===== src/rtl/iack_pkg.sv =====
package iack_pkg;

  typedef enum logic [1:0] {
    CYC_FIRST  = 2'd0,
    CYC_SECOND = 2'd1,
    CYC_THIRD  = 2'd2
  } ack_cyc_e;

  localparam logic [7:0] CALL_OPCODE = 8'hCD;

endpackage


===== src/rtl/iack_seq.sv =====
module iack_seq
  import iack_pkg::*;
#(
  parameter int IRQ_W = 3
) (
  input  logic             clk,
  input  logic             rst,
  input  logic             init_cmd,
  input  logic             ack,
  input  logic             mode16,
  input  logic [IRQ_W-1:0] irq_num,
  output logic             rise,
  output logic             first_rise,
  output logic             last_fall,
  output ack_cyc_e         cyc,
  output logic             cur_mode16,
  output logic [IRQ_W-1:0] cur_irq
);

  logic             ack_q;
  ack_cyc_e         cyc_q;
  logic             mode_frz;
  logic [IRQ_W-1:0] irq_frz;
  logic             fall;
  logic             is_last;

  assign rise       = ack & ~ack_q;
  assign fall       = ~ack & ack_q;
  assign cyc        = cyc_q;
  assign cur_mode16 = (cyc_q == CYC_FIRST) ? mode16  : mode_frz;
  assign cur_irq    = (cyc_q == CYC_FIRST) ? irq_num : irq_frz;
  assign is_last    = cur_mode16 ? (cyc_q == CYC_SECOND) : (cyc_q == CYC_THIRD);
  assign first_rise = rise & (cyc_q == CYC_FIRST);
  assign last_fall  = fall & is_last;

  always_ff @(posedge clk) begin
    if (rst) begin
      ack_q    <= 1'b0;
      cyc_q    <= CYC_FIRST;
      mode_frz <= 1'b0;
      irq_frz  <= '0;
    end else begin
      ack_q <= ack;
      if (init_cmd) begin
        cyc_q <= CYC_FIRST;
      end else begin
        if (first_rise) begin
          mode_frz <= mode16;
          irq_frz  <= irq_num;
        end
        if (fall) begin
          if (is_last) begin
            cyc_q <= CYC_FIRST;
          end else begin
            unique case (cyc_q)
              CYC_FIRST:  cyc_q <= CYC_SECOND;
              CYC_SECOND: cyc_q <= CYC_THIRD;
              default:    cyc_q <= CYC_FIRST;
            endcase
          end
        end
      end
    end
  end

  AST_CYC_LEGAL: assert property (@(posedge clk) disable iff (rst)
    cyc_q != 2'd3);

  AST_MODE16_TWO_CYC: assert property (@(posedge clk) disable iff (rst)
    (mode_frz && cyc_q != CYC_FIRST) |-> cyc_q == CYC_SECOND);

  AST_FROZEN_IRQ_HELD: assert property (@(posedge clk) disable iff (rst)
    (cyc_q != CYC_FIRST && $past(cyc_q) != CYC_FIRST && !$past(init_cmd) && !$past(rst))
      |-> $stable(irq_frz));

endmodule


===== src/rtl/iack_byte.sv =====
module iack_byte
  import iack_pkg::*;
#(
  parameter int DW    = 8,
  parameter int IRQ_W = 3
) (
  input  ack_cyc_e         cyc,
  input  logic             mode16,
  input  logic             interval4,
  input  logic [IRQ_W-1:0] irq,
  input  logic [DW-1:0]    lo_base,
  input  logic [DW-1:0]    hi_base,
  input  logic [DW-1:0]    type_base,
  output logic [DW-1:0]    byte_out,
  output logic             deliver
);

  localparam int LO4_LSB = IRQ_W + 2;
  localparam int LO8_LSB = IRQ_W + 3;

  logic [DW-1:0] lo_byte4;
  logic [DW-1:0] lo_byte8;
  logic [DW-1:0] type_byte;

  generate
    if (DW > LO4_LSB) begin : g_lo4
      assign lo_byte4 = {lo_base[DW-1:LO4_LSB], irq, 2'b00};
    end else begin : g_lo4_none
      assign lo_byte4 = DW'({irq, 2'b00});
    end
    if (DW > LO8_LSB) begin : g_lo8
      assign lo_byte8 = {lo_base[DW-1:LO8_LSB], irq, 3'b000};
    end else begin : g_lo8_none
      assign lo_byte8 = DW'({irq, 3'b000});
    end
  endgenerate

  assign type_byte = {type_base[DW-1:IRQ_W], irq};

  always_comb begin
    byte_out = '0;
    deliver  = 1'b0;
    if (mode16) begin
      if (cyc == CYC_SECOND) begin
        byte_out = type_byte;
        deliver  = 1'b1;
      end
    end else begin
      unique case (cyc)
        CYC_FIRST: begin
          byte_out = DW'(CALL_OPCODE);
          deliver  = 1'b1;
        end
        CYC_SECOND: begin
          byte_out = interval4 ? lo_byte4 : lo_byte8;
          deliver  = 1'b1;
        end
        CYC_THIRD: begin
          byte_out = hi_base;
          deliver  = 1'b1;
        end
        default: begin
          byte_out = '0;
          deliver  = 1'b0;
        end
      endcase
    end
  end

endmodule


===== src/rtl/iack_casc.sv =====
module iack_casc
  import iack_pkg::*;
#(
  parameter int IRQ_W = 3
) (
  input  logic             clk,
  input  logic             rst,
  input  logic             init_cmd,
  input  logic             casc_en,
  input  logic             is_slave,
  input  logic [IRQ_W-1:0] slave_id,
  input  logic [IRQ_W-1:0] casc_in,
  input  logic             first_rise,
  input  logic             last_fall,
  input  logic [IRQ_W-1:0] cur_irq,
  input  ack_cyc_e         cyc,
  output logic [IRQ_W-1:0] casc_out,
  output logic             bus_allowed
);

  logic             master;
  logic             slave;
  logic             id_match;
  logic [IRQ_W-1:0] casc_q;

  assign master = casc_en & ~is_slave;
  assign slave  = casc_en & is_slave;

  generate
    for (genvar b = 0; b < 1; b++) begin : g_cmp
      assign id_match = (casc_in == slave_id);
    end
  endgenerate

  assign bus_allowed = ~slave | (id_match & (cyc != CYC_FIRST));
  assign casc_out    = casc_q;

  always_ff @(posedge clk) begin
    if (rst || init_cmd) begin
      casc_q <= '0;
    end else if (first_rise) begin
      casc_q <= master ? cur_irq : '0;
    end else if (last_fall) begin
      casc_q <= '0;
    end
  end

  AST_CASC_LOAD: assert property (@(posedge clk) disable iff (rst)
    ($past(first_rise) && !$past(init_cmd) && !$past(rst))
      |-> casc_q == ($past(master) ? $past(cur_irq) : '0));

endmodule


===== src/rtl/iack_vector_gen.sv =====
module iack_vector_gen
  import iack_pkg::*;
#(
  parameter int DW    = 8,
  parameter int IRQ_W = 3
) (
  input  logic             clk,
  input  logic             rst,
  input  logic             init_cmd,
  input  logic             ack,
  input  logic [IRQ_W-1:0] irq_num,
  input  logic             mode16,
  input  logic             interval4,
  input  logic [DW-1:0]    lo_base,
  input  logic [DW-1:0]    hi_base,
  input  logic [DW-1:0]    type_base,
  input  logic             casc_en,
  input  logic             is_slave,
  input  logic [IRQ_W-1:0] slave_id,
  input  logic [IRQ_W-1:0] casc_in,
  output logic [DW-1:0]    data_out,
  output logic             data_oe,
  output logic [IRQ_W-1:0] casc_out,
  output logic             freeze
);

  logic             rise;
  logic             first_rise;
  logic             last_fall;
  ack_cyc_e         cyc;
  logic             cur_mode16;
  logic [IRQ_W-1:0] cur_irq;
  logic [DW-1:0]    byte_sel;
  logic             deliver;
  logic             bus_allowed;

  iack_seq #(.IRQ_W(IRQ_W)) u_seq (
    .clk        (clk),
    .rst        (rst),
    .init_cmd   (init_cmd),
    .ack        (ack),
    .mode16     (mode16),
    .irq_num    (irq_num),
    .rise       (rise),
    .first_rise (first_rise),
    .last_fall  (last_fall),
    .cyc        (cyc),
    .cur_mode16 (cur_mode16),
    .cur_irq    (cur_irq)
  );

  iack_byte #(.DW(DW), .IRQ_W(IRQ_W)) u_byte (
    .cyc       (cyc),
    .mode16    (cur_mode16),
    .interval4 (interval4),
    .irq       (cur_irq),
    .lo_base   (lo_base),
    .hi_base   (hi_base),
    .type_base (type_base),
    .byte_out  (byte_sel),
    .deliver   (deliver)
  );

  iack_casc #(.IRQ_W(IRQ_W)) u_casc (
    .clk         (clk),
    .rst         (rst),
    .init_cmd    (init_cmd),
    .casc_en     (casc_en),
    .is_slave    (is_slave),
    .slave_id    (slave_id),
    .casc_in     (casc_in),
    .first_rise  (first_rise),
    .last_fall   (last_fall),
    .cur_irq     (cur_irq),
    .cyc         (cyc),
    .casc_out    (casc_out),
    .bus_allowed (bus_allowed)
  );

  always_ff @(posedge clk) begin
    if (rst) begin
      data_out <= '0;
      data_oe  <= 1'b0;
      freeze   <= 1'b0;
    end else if (init_cmd) begin
      data_oe  <= 1'b0;
      freeze   <= 1'b0;
    end else begin
      if (rise) begin
        data_out <= byte_sel;
      end
      data_oe <= ack & deliver & bus_allowed;
      freeze  <= first_rise;
    end
  end

  AST_OE_NEEDS_ACK: assert property (@(posedge clk) disable iff (rst)
    data_oe |-> $past(ack));

  AST_FREEZE_ONE_CLK: assert property (@(posedge clk) disable iff (rst)
    freeze |=> !freeze);

  AST_NO_OE_16_FIRST: assert property (@(posedge clk) disable iff (rst)
    (first_rise && mode16 && !init_cmd) |=> !data_oe);

  AST_SLAVE_ID_GATE: assert property (@(posedge clk) disable iff (rst)
    (data_oe && $past(casc_en && is_slave)) |-> $past(casc_in) == $past(slave_id));

endmodule


===== config.mk =====
export PLATFORM = sky130hd
export DESIGN_NAME = iack_vector_gen
export DESIGN_NICKNAME = d
export VERILOG_FILES = /design/src/rtl/iack_pkg.sv /design/src/rtl/iack_seq.sv /design/src/rtl/iack_byte.sv /design/src/rtl/iack_casc.sv /design/src/rtl/iack_vector_gen.sv
export SDC_FILE = /design/constraint.sdc
export NUM_CORES = 1
export LEC_CHECK = 0
export CAP_MARGIN = 20
export CELL_PAD_IN_SITES_DETAIL_PLACEMENT = 0
export CELL_PAD_IN_SITES_GLOBAL_PLACEMENT = 1
export CORE_UTILIZATION = 27
export DETAILED_ROUTE_END_ITERATION = 7
export GPL_TIMING_DRIVEN = 1
export PLACE_DENSITY = 0.86
export SETUP_SLACK_MARGIN = 0.02
export SYNTH_ARGS = -nofsm -noshare
export SYNTH_HDL_FRONTEND = slang
export SYNTH_SLANG_ARGS = --single-unit

===== constraint.sdc =====
create_clock -name clk -period 1.7 [get_ports clk]
set_clock_uncertainty 0.2 [all_clocks]
set_input_delay 0.17 -clock clk [delete_from_list [all_inputs] [get_ports clk]]
set_output_delay 0.17 -clock clk [all_outputs]
set_load 0.02 [all_outputs]

==> results of run 1 <==
critical path: cells and delay by family (launching register included):
family / cells / cell delay, ps
flip-flops: 1 / 380
multiplexers: 1 / 370
AND/OR/NAND/NOR: 1 / 240
AO/OA/AOI/OAI: 2 / 280
sequential cells by signal, indices dropped and copies added, names as in the netlist:
register         flops
data_oe              1
data_out             8
freeze               1
u_casc.casc_out      3
u_seq.ack_q          1
u_seq.cyc            2
u_seq.irq_frz        3
u_seq.mode_frz       1
repair_timing:
| item | in CTS | in global routing |
|---|---|---|
| endpoints found under the setup margin | 3 | 1 |
| endpoints found under the hold margin | 0 | 0 |
| pin swaps | 0 | 1 |
| resized for setup | 2 | 1 |
| cloned | 0 | 0 |
metrics by stage:
stage | cells | setup WS, ps | TNS (ps) | utilization, % | cell area, sq um
3_3_place_gp | 230 | -102.8 | -689.1 | 44.40 | 1625
5_1_grt | 233 | 27.32 | 0 | 45.69 | 1673
3_5_place_dp | 230 | -140.6 | -1038 | 44.40 | 1625
6_report | 233 | 112.6 | 0 | 45.69 | 1673
4_1_cts | 233 | 52.37 | 0 | 45.63 | 1670
2_1_floorplan | 128 | 172.8 | 0 | - | 1028
cells by family (layout without fill, tap and decap cells):
kind of cell / Yosys count / count (layout) / share of synthesized area, %
simple gates: 58 / 58 / 28.10
compound gates: 37 / 37 / 23.84
flops: 20 / 20 / 38.93
buf+inv: 7 / 64 / 3.405
xor+xnor: 3 / 3 / 2.555
mux: 3 / 3 / 3.163
area by class of cell:
type                    instances  area [sq um]
multi-input cells             101         600.6
flip-flops and latches         20         404.1
well taps                      48         60.06
fillers                       382          1988
repair buffers                 60         563.0
clock buffers                   3         41.29
inverters                       1         3.754
per-layer routing:
metal / up-vias / global-route usage (%) / part of all wire [%]
met5: - / 0 / 0
met4: 0 / 6.818 / 1.5
met3: 5 / 4.348 / 5.7
met2: 40 / 25.80 / 48
met1: 529 / 17.52 / 44
li1: 583 / - / -
power by group through the flow:
stage | registers (mW) | logic [mW] | clock network [mW]
6_report | 0.502 | 0.238 | 0.306
5_1_grt | 0.505 | 0.256 | 0.344
3_5_place_dp | 0.514 | 0.238 | 0
3_3_place_gp | 0.513 | 0.234 | 0
4_1_cts | 0.504 | 0.239 | 0.318
2_1_floorplan | 0.528 | 0.0784 | 0
worst max-delay path by stage:
stage,from,end,slack [ps],cells past startpoint
2_1_floorplan,u_seq.cyc[0]$_SDFFE_PP0P_,data_oe$_SDFF_PP0_,170,4
3_3_place_gp,u_seq.cyc[0]$_SDFFE_PP0P_,data_oe$_SDFF_PP0_,-100,4
3_5_place_dp,ack,u_casc.casc_out[2]$_SDFFE_PP0P_,-140,5
4_1_cts,u_seq.cyc[0]$_SDFFE_PP0P_,data_oe$_SDFF_PP0_,50,4
5_1_grt,u_seq.cyc[0]$_SDFFE_PP0P_,data_oe$_SDFF_PP0_,30,4
6_report,u_seq.cyc[0]$_SDFFE_PP0P_,data_out[5]$_SDFFE_PP0P_,110,4
placed cells by master, fill, tap and decap left out, drive strengths merged, types with 4 or more instances in the layout:
master | netlist | routed
clkdlybuf4s50 | 0 | 45
dfxtp | 20 | 20
a21oi | 16 | 16
buf | 2 | 15
nor2 | 15 | 15
nand2 | 14 | 14
nor2b | 7 | 7
nand3 | 7 | 7
a311oi | 6 | 6
nand2b | 4 | 4
==> summary.txt, run 1 <==
Max Freq: 0.6300 GHz
Cts bufs inserted: 3
Post-synth ARST share: 0%
Vias in the first global route: 1072
Vias: 1157
Power Dens Cells: 625.5 mW/mm^2
Clock Sinks: 20
Reg2reg path depth: 4
Reg power frac: 48.0%
Combinational fraction of design power: 22.7%
Net Switching: 258.0 uW
R2R setup slack: 110 ps
CP cell instances: nor2_2 -> mux2_2 -> o211ai_1 -> a311oi_1
Core area: 0.003661 sq mm
Gr ovfl total: 0
Vias per inst: 4.966
Setup CP Type: flop to flop
Port bufs: 45
Largest net degree at the start of global routing: 15
Worst setup SP type: flop
Top-Level Pins: 54
Total power draw: 1.046 mW
Initial core utilization: 28.09%
Synth top area cells: dfxtp_1 39%, a21oi_1 7.8%, nor2_1 5.5%, nand2_1 5.1%, a311oi_1 5.1%
Initial antenna violation count: 0
Hold-fix buffers, CTS: 0
Number of max-cap violations: 0
ANT cells: 0
Post-synth top cells: 20 x dfxtp_1, 16 x a21oi_1, 15 x nor2_1
Worst Hold Endpoint: u_casc.casc_out[0]$_SDFFE_PP0P_
Final WL: 2.919 mm
Final HPWL DP: 2.293 mm
Die area: 0.004060 sq mm
Min-Delay Path Class: flop to flop
Ys Warns: 0
First-pass GRT wire length: 4.712 mm
Top FF cell, synth: dfxtp_1
TritonRoute pass-1 iters: 4
CTS tree: yes
Critical Path RT: 1640 ps
DR iter-0 viols: 60
Die Ht: 63.72 um
Hold Path Depth: 2
CP arrival: 1530 ps
Sequential area share after synthesis: 38.93%
Die width: 63.72 um
Cells after Synth: 128
Final Cycle Share: 93.38%
Max stage delay on crit path: 380 ps
Seq cells post-synth: 20
GRT Util Overall: 15.22%
CP endpoint kind: flop
Area fraction of the dominant cell type after synthesis: 38.93%
Antenna Nets Post-Route: 0
Clock Power Share: 29.3%
RSZ-0062 raised after global routing: no
Switching share of power: 24.66%
Count leader, synth: dfxtp_1
Critical-path top delay cell: dfxtp_4
Post-synth cell types: 29
Row count: 22
Post-Syn Nets: 169
Synthesized area: 0.001028 sq mm
Clock slew at reported path FFs: 70 ps
Final setup vio count: 0
Area grow syn2layout: 62.65%
Avg WL per Cell: 12.53 um
Layout cells sized above 1: 14.05%
Worst r2r dst: data_out[5]$_SDFFE_PP0P_
Slew headroom: 81.66%
Synth Area per Inst: 8.035 sq um
Internal: 788.3 uW
Fin Hold WS: 278.1 ps
Worst-margin pin slew: 274.8 ps
Post-synth EDFFs: 0
Synth area leader: dfxtp_1
CTS Root Cell: clkbuf_8
Post-route DRC: 0
H-Tree Depth: 1
Clock buffer depth: 2
Final nets: 228
HP Start: u_casc.casc_out[0]$_SDFFE_PP0P_
Fin. Hold Viols: 0
Crit Path Max Fanout: 10
Clock Latency Late Sink: 260 ps
Post-CTS Setup Repair Bufs: 0
Outcome: finished clean
Routability cong.: 0.8378
Peak VDD IR: 0.0003200 V
LEAKAGE: 0.5966 nW
Fin crit period: 1587 ps
RR Startpoint: u_seq.cyc[0]$_SDFFE_PP0P_
Slew Viols, Final: 0
Power figures use the tool's default switching activity.
==> inputs of run 2 (changes only) <==
- CORE_UTILIZATION: 27 -> 31
- PLACE_DENSITY: 0.86 -> 0.87
- SKIP_CTS_REPAIR_TIMING: not set -> 1
- SYNTH_HIERARCHICAL: not set -> 1
==> summary.txt, run 2 <==
Ys Warns: 6 (+6)
Row count: 23 (+4.5%)
Sequential area share after synthesis: 31.25% (-7.7 points)
Post-synth EDFFs: 0 (unchanged)
Crit path max-delay family: simple AND/OR/NAND/NOR gates
Fin crit period: 1973 ps (+385.9 ps)
Peak VDD IR: 0.0002742 V (-14%)
Port bufs: 45 (unchanged)
Worst setup SP type: flop
Cts bufs inserted: 3 (unchanged)
Post-Syn Nets: 174 (+3.0%)
CP arrival: 1920 ps (+390 ps)
TritonRoute pass-1 iters: 4 (unchanged)
Slew Viols, Final: 0 (unchanged)
Critical Path RT: 1650 ps (about the same)
Max stage delay on crit path: 360 ps (-20 ps)
Crit Path Max Fanout: 6 (-4)
Number of max-cap violations: 0 (unchanged)
Final HPWL DP: 2.698 mm (+18%)
Largest net degree at the start of global routing: 31 (+16)
Commonest non-fill, non-tap cell in the layout: clkdlybuf4s50_1
Clock Sinks: 20 (unchanged)
Reg with most FFs: data_out
ANT cells: 0 (unchanged)
Vias in the first global route: 1256 (+17%)
Post-route cell area: 0.002038 sq mm (+22%)
Post-synth ARST share: 0% (unchanged)
Clock slew at reported path FFs: 80 ps (about the same)
Synth Area per Inst: 9.633 sq um (+20%)
Sum of buffers and inverters on the critical path: 1 (+1)
Routability cong.: 0.8282 (-1.1%)
Number of fill cells: 376 (-1.6%)
Initial core utilization: 32.26% (+4.2 points)
Final Cycle Share: 116.1% (+23 points)
Vias per inst: 5.076 (+2.2%)
Power Dens Cells: 564.7 mW/mm^2 (-9.7%)
First-pass GRT wire length: 5.513 mm (+17%)
Top-Level Pins: 54 (unchanged)
Post-synth cell types: 43 (+48%)
Worst r2r dst: data_out[7]$_SDFFE_PP0P_
Synth top area cells: dfxtp_1 31%, nand2b_1 8.3%, nand4bb_1 7.0%, mux2i_1 6.3%, mux2_2 5.3%
Post-synth top cells: 20 x dfxtp_1, 17 x nand2b_1, 8 x mux2i_1, 8 x nand4bb_1, 6 x mux2_2
Die Ht: 66.29 um (+4.0%)
Critical-path top delay cell: a222oi_1
Area grow syn2layout: 59.08%
Most frequent cells in the layout: 45 x clkdlybuf4s50_1, 23 x buf_4, 18 x dfxtp_1
CTS tree: yes
Antenna Nets Post-Route: 0 (unchanged)
Top FF cell, synth: dfxtp_1
CP Depth: 7 (+3)
CP startpoint: u_seq/cyc[1]$_SDFFE_PP0P_
Post-route DRC: 0 (unchanged)
Cells after Synth: 133 (+3.9%)
LEAKAGE: 0.7589 nW (+27%)
CP endpoint kind: flop
Avg WL per Cell: 14.12 um (+13%)
RSZ-0062 raised after global routing: yes
Worst-margin pin slew: 335.7 ps (+60.86 ps)
Synthesized area: 0.001281 sq mm (+25%)
Slew headroom: 77.33% (-4.3 points)
Die area: 0.004394 sq mm (+8.2%)
Total power draw: 1.151 mW (+10%)
Fin Hold WS: 274.7 ps (-3.456 ps)
Reg2reg path depth: 7 (+3)
Final setup margin: -273.3 ps (-385.9 ps)
RR Startpoint: u_seq/cyc[1]$_SDFFE_PP0P_
Setup CP Type: flop to flop
Seq cells post-synth: 20 (unchanged)
Final WL: 3.516 mm (+20%)
Final setup vio count: 11 (+11)
H-Tree Depth: 1 (unchanged)
CTS Root Cell: clkbuf_8
Fin. Hold Viols: 0 (unchanged)
Max FFs per register: 8 (unchanged)
CP cell instances: nor2_4 -> mux2_4 -> and3b_2 -> a222oi_1 -> inv_1 -> nand4bb_1 -> o21ai_1
Gr ovfl total: 0 (unchanged)
Count leader, synth: dfxtp_1
GRT Util Overall: 16.50% (+1.3 points)
Final setup TNS: -1441 ps (-1441 ps)
Core area: 0.003971 sq mm (+8.5%)
Clock Latency Late Sink: 260 ps (about the same)
DR iter-0 viols: 39 (-35%)
Final nets: 241 (+5.7%)
Outcome: finished, violations left
Failing checks: setup timing
Min-Delay Path Class: flop to flop
Final Util: 51.32% (+5.6 points)
Clock buffer depth: 2 (unchanged)
R2R setup slack: -270 ps (-390 ps)
Synth area leader: dfxtp_1
Max Freq: 0.5068 GHz (-20%)
Area after DPL: 0.001913 sq mm (+18%)
Initial antenna violation count: 0 (unchanged)
Area fraction of the dominant cell type after synthesis: 31.25% (-7.7 points)
Die width: 66.29 um (+4.0%)
Layout cells sized above 1: 27.64% (+14 points)
Critical path capture point: data_out[7]$_SDFFE_PP0P_
Vias: 1264 (+9.2%)
[run 2: cell types whose count changed after synthesis, sizes merged, moves of 4 or more]
cell     delta
nand2       -9
or2b        +5
o21ai      +10
nor2       -11
mux2        +4
a311oi      -6
nand3       -6
nand2b     +14
mux2i       +7
nor2b       -5
a21oi      -11
nand4bb     +8
[run 2: cell families (layout without fill, tap and decap cells)]
logic type	after synthesis	in the layout	synth area share, %
xor+xnor	3	3	2.051
compound gates	24	24	13.48
buf+inv	8	74	4.393
flops	20	20	31.25
mux	14	14	11.52
simple gates	64	64	37.31
[run 2: cell type report]
type | count | area (sq um) | area share (%)
tap | 50 | 62.56 | 3.069
inverter | 1 | 3.754 | 0.1842
sequential | 20 | 405.4 | 19.89
multi-input combinational | 105 | 868.3 | 42.60
clock buffer | 4 | 55.05 | 2.701
timing repair buffer | 69 | 643.1 | 31.55
[run 2: where the power goes]
part	internal [mW]	total, mW	switching (mW)	leakage (nW)
Sequential	0.482	0.492	0.00965	0.164
Clock	0.206	0.368	0.161	0.0288
Combinational	0.180	0.291	0.112	0.566
Total	0.868	1.15	0.283	0.759
[run 2: worst min-delay path: stages (launching register included)]
cell and delay (ps):
dfxtp_1 310, nand2b_1 60, o21ai_1 50
[run 2: worst min path at each step]
| stage | start | to | slack [ps] | cells past startpoint |
|---|---|---|---|---|
| 2_1_floorplan | init_cmd | u_seq/cyc[1]$_SDFFE_PP0P_ | 40 | 1 |
| 3_3_place_gp | u_seq/irq_frz[1]$_SDFFE_PP0P_ | u_seq/irq_frz[1]$_SDFFE_PP0P_ | 260 | 2 |
| 3_5_place_dp | data_out[2]$_SDFFE_PP0P_ | data_out[2]$_SDFFE_PP0P_ | 260 | 2 |
| 4_1_cts | data_out[2]$_SDFFE_PP0P_ | data_out[2]$_SDFFE_PP0P_ | 280 | 2 |
| 5_1_grt | data_out[7]$_SDFFE_PP0P_ | data_out[7]$_SDFFE_PP0P_ | 300 | 2 |
| 6_report | data_out[0]$_SDFFE_PP0P_ | data_out[0]$_SDFFE_PP0P_ | 270 | 2 |
[run 2: routing by layer]
layer  vias to the layer above  GRT usage [%]  share of wire (%)
met5                         -              0                  0
met4                         0          7.181                1.8
met3                         8          1.724                3.8
met2                        41          30.10                 52
met1                       594          19.18                 43
li1                        621              -                  -
[run 2: through the flow]
stage	std cells	worst slack, ps
final	249	-273.3
after global routing	249	-355.1
after CTS	244	-301.4
after detailed placement	240	-348.9
after global placement	240	-279.3
after floorplan	133	-336.9
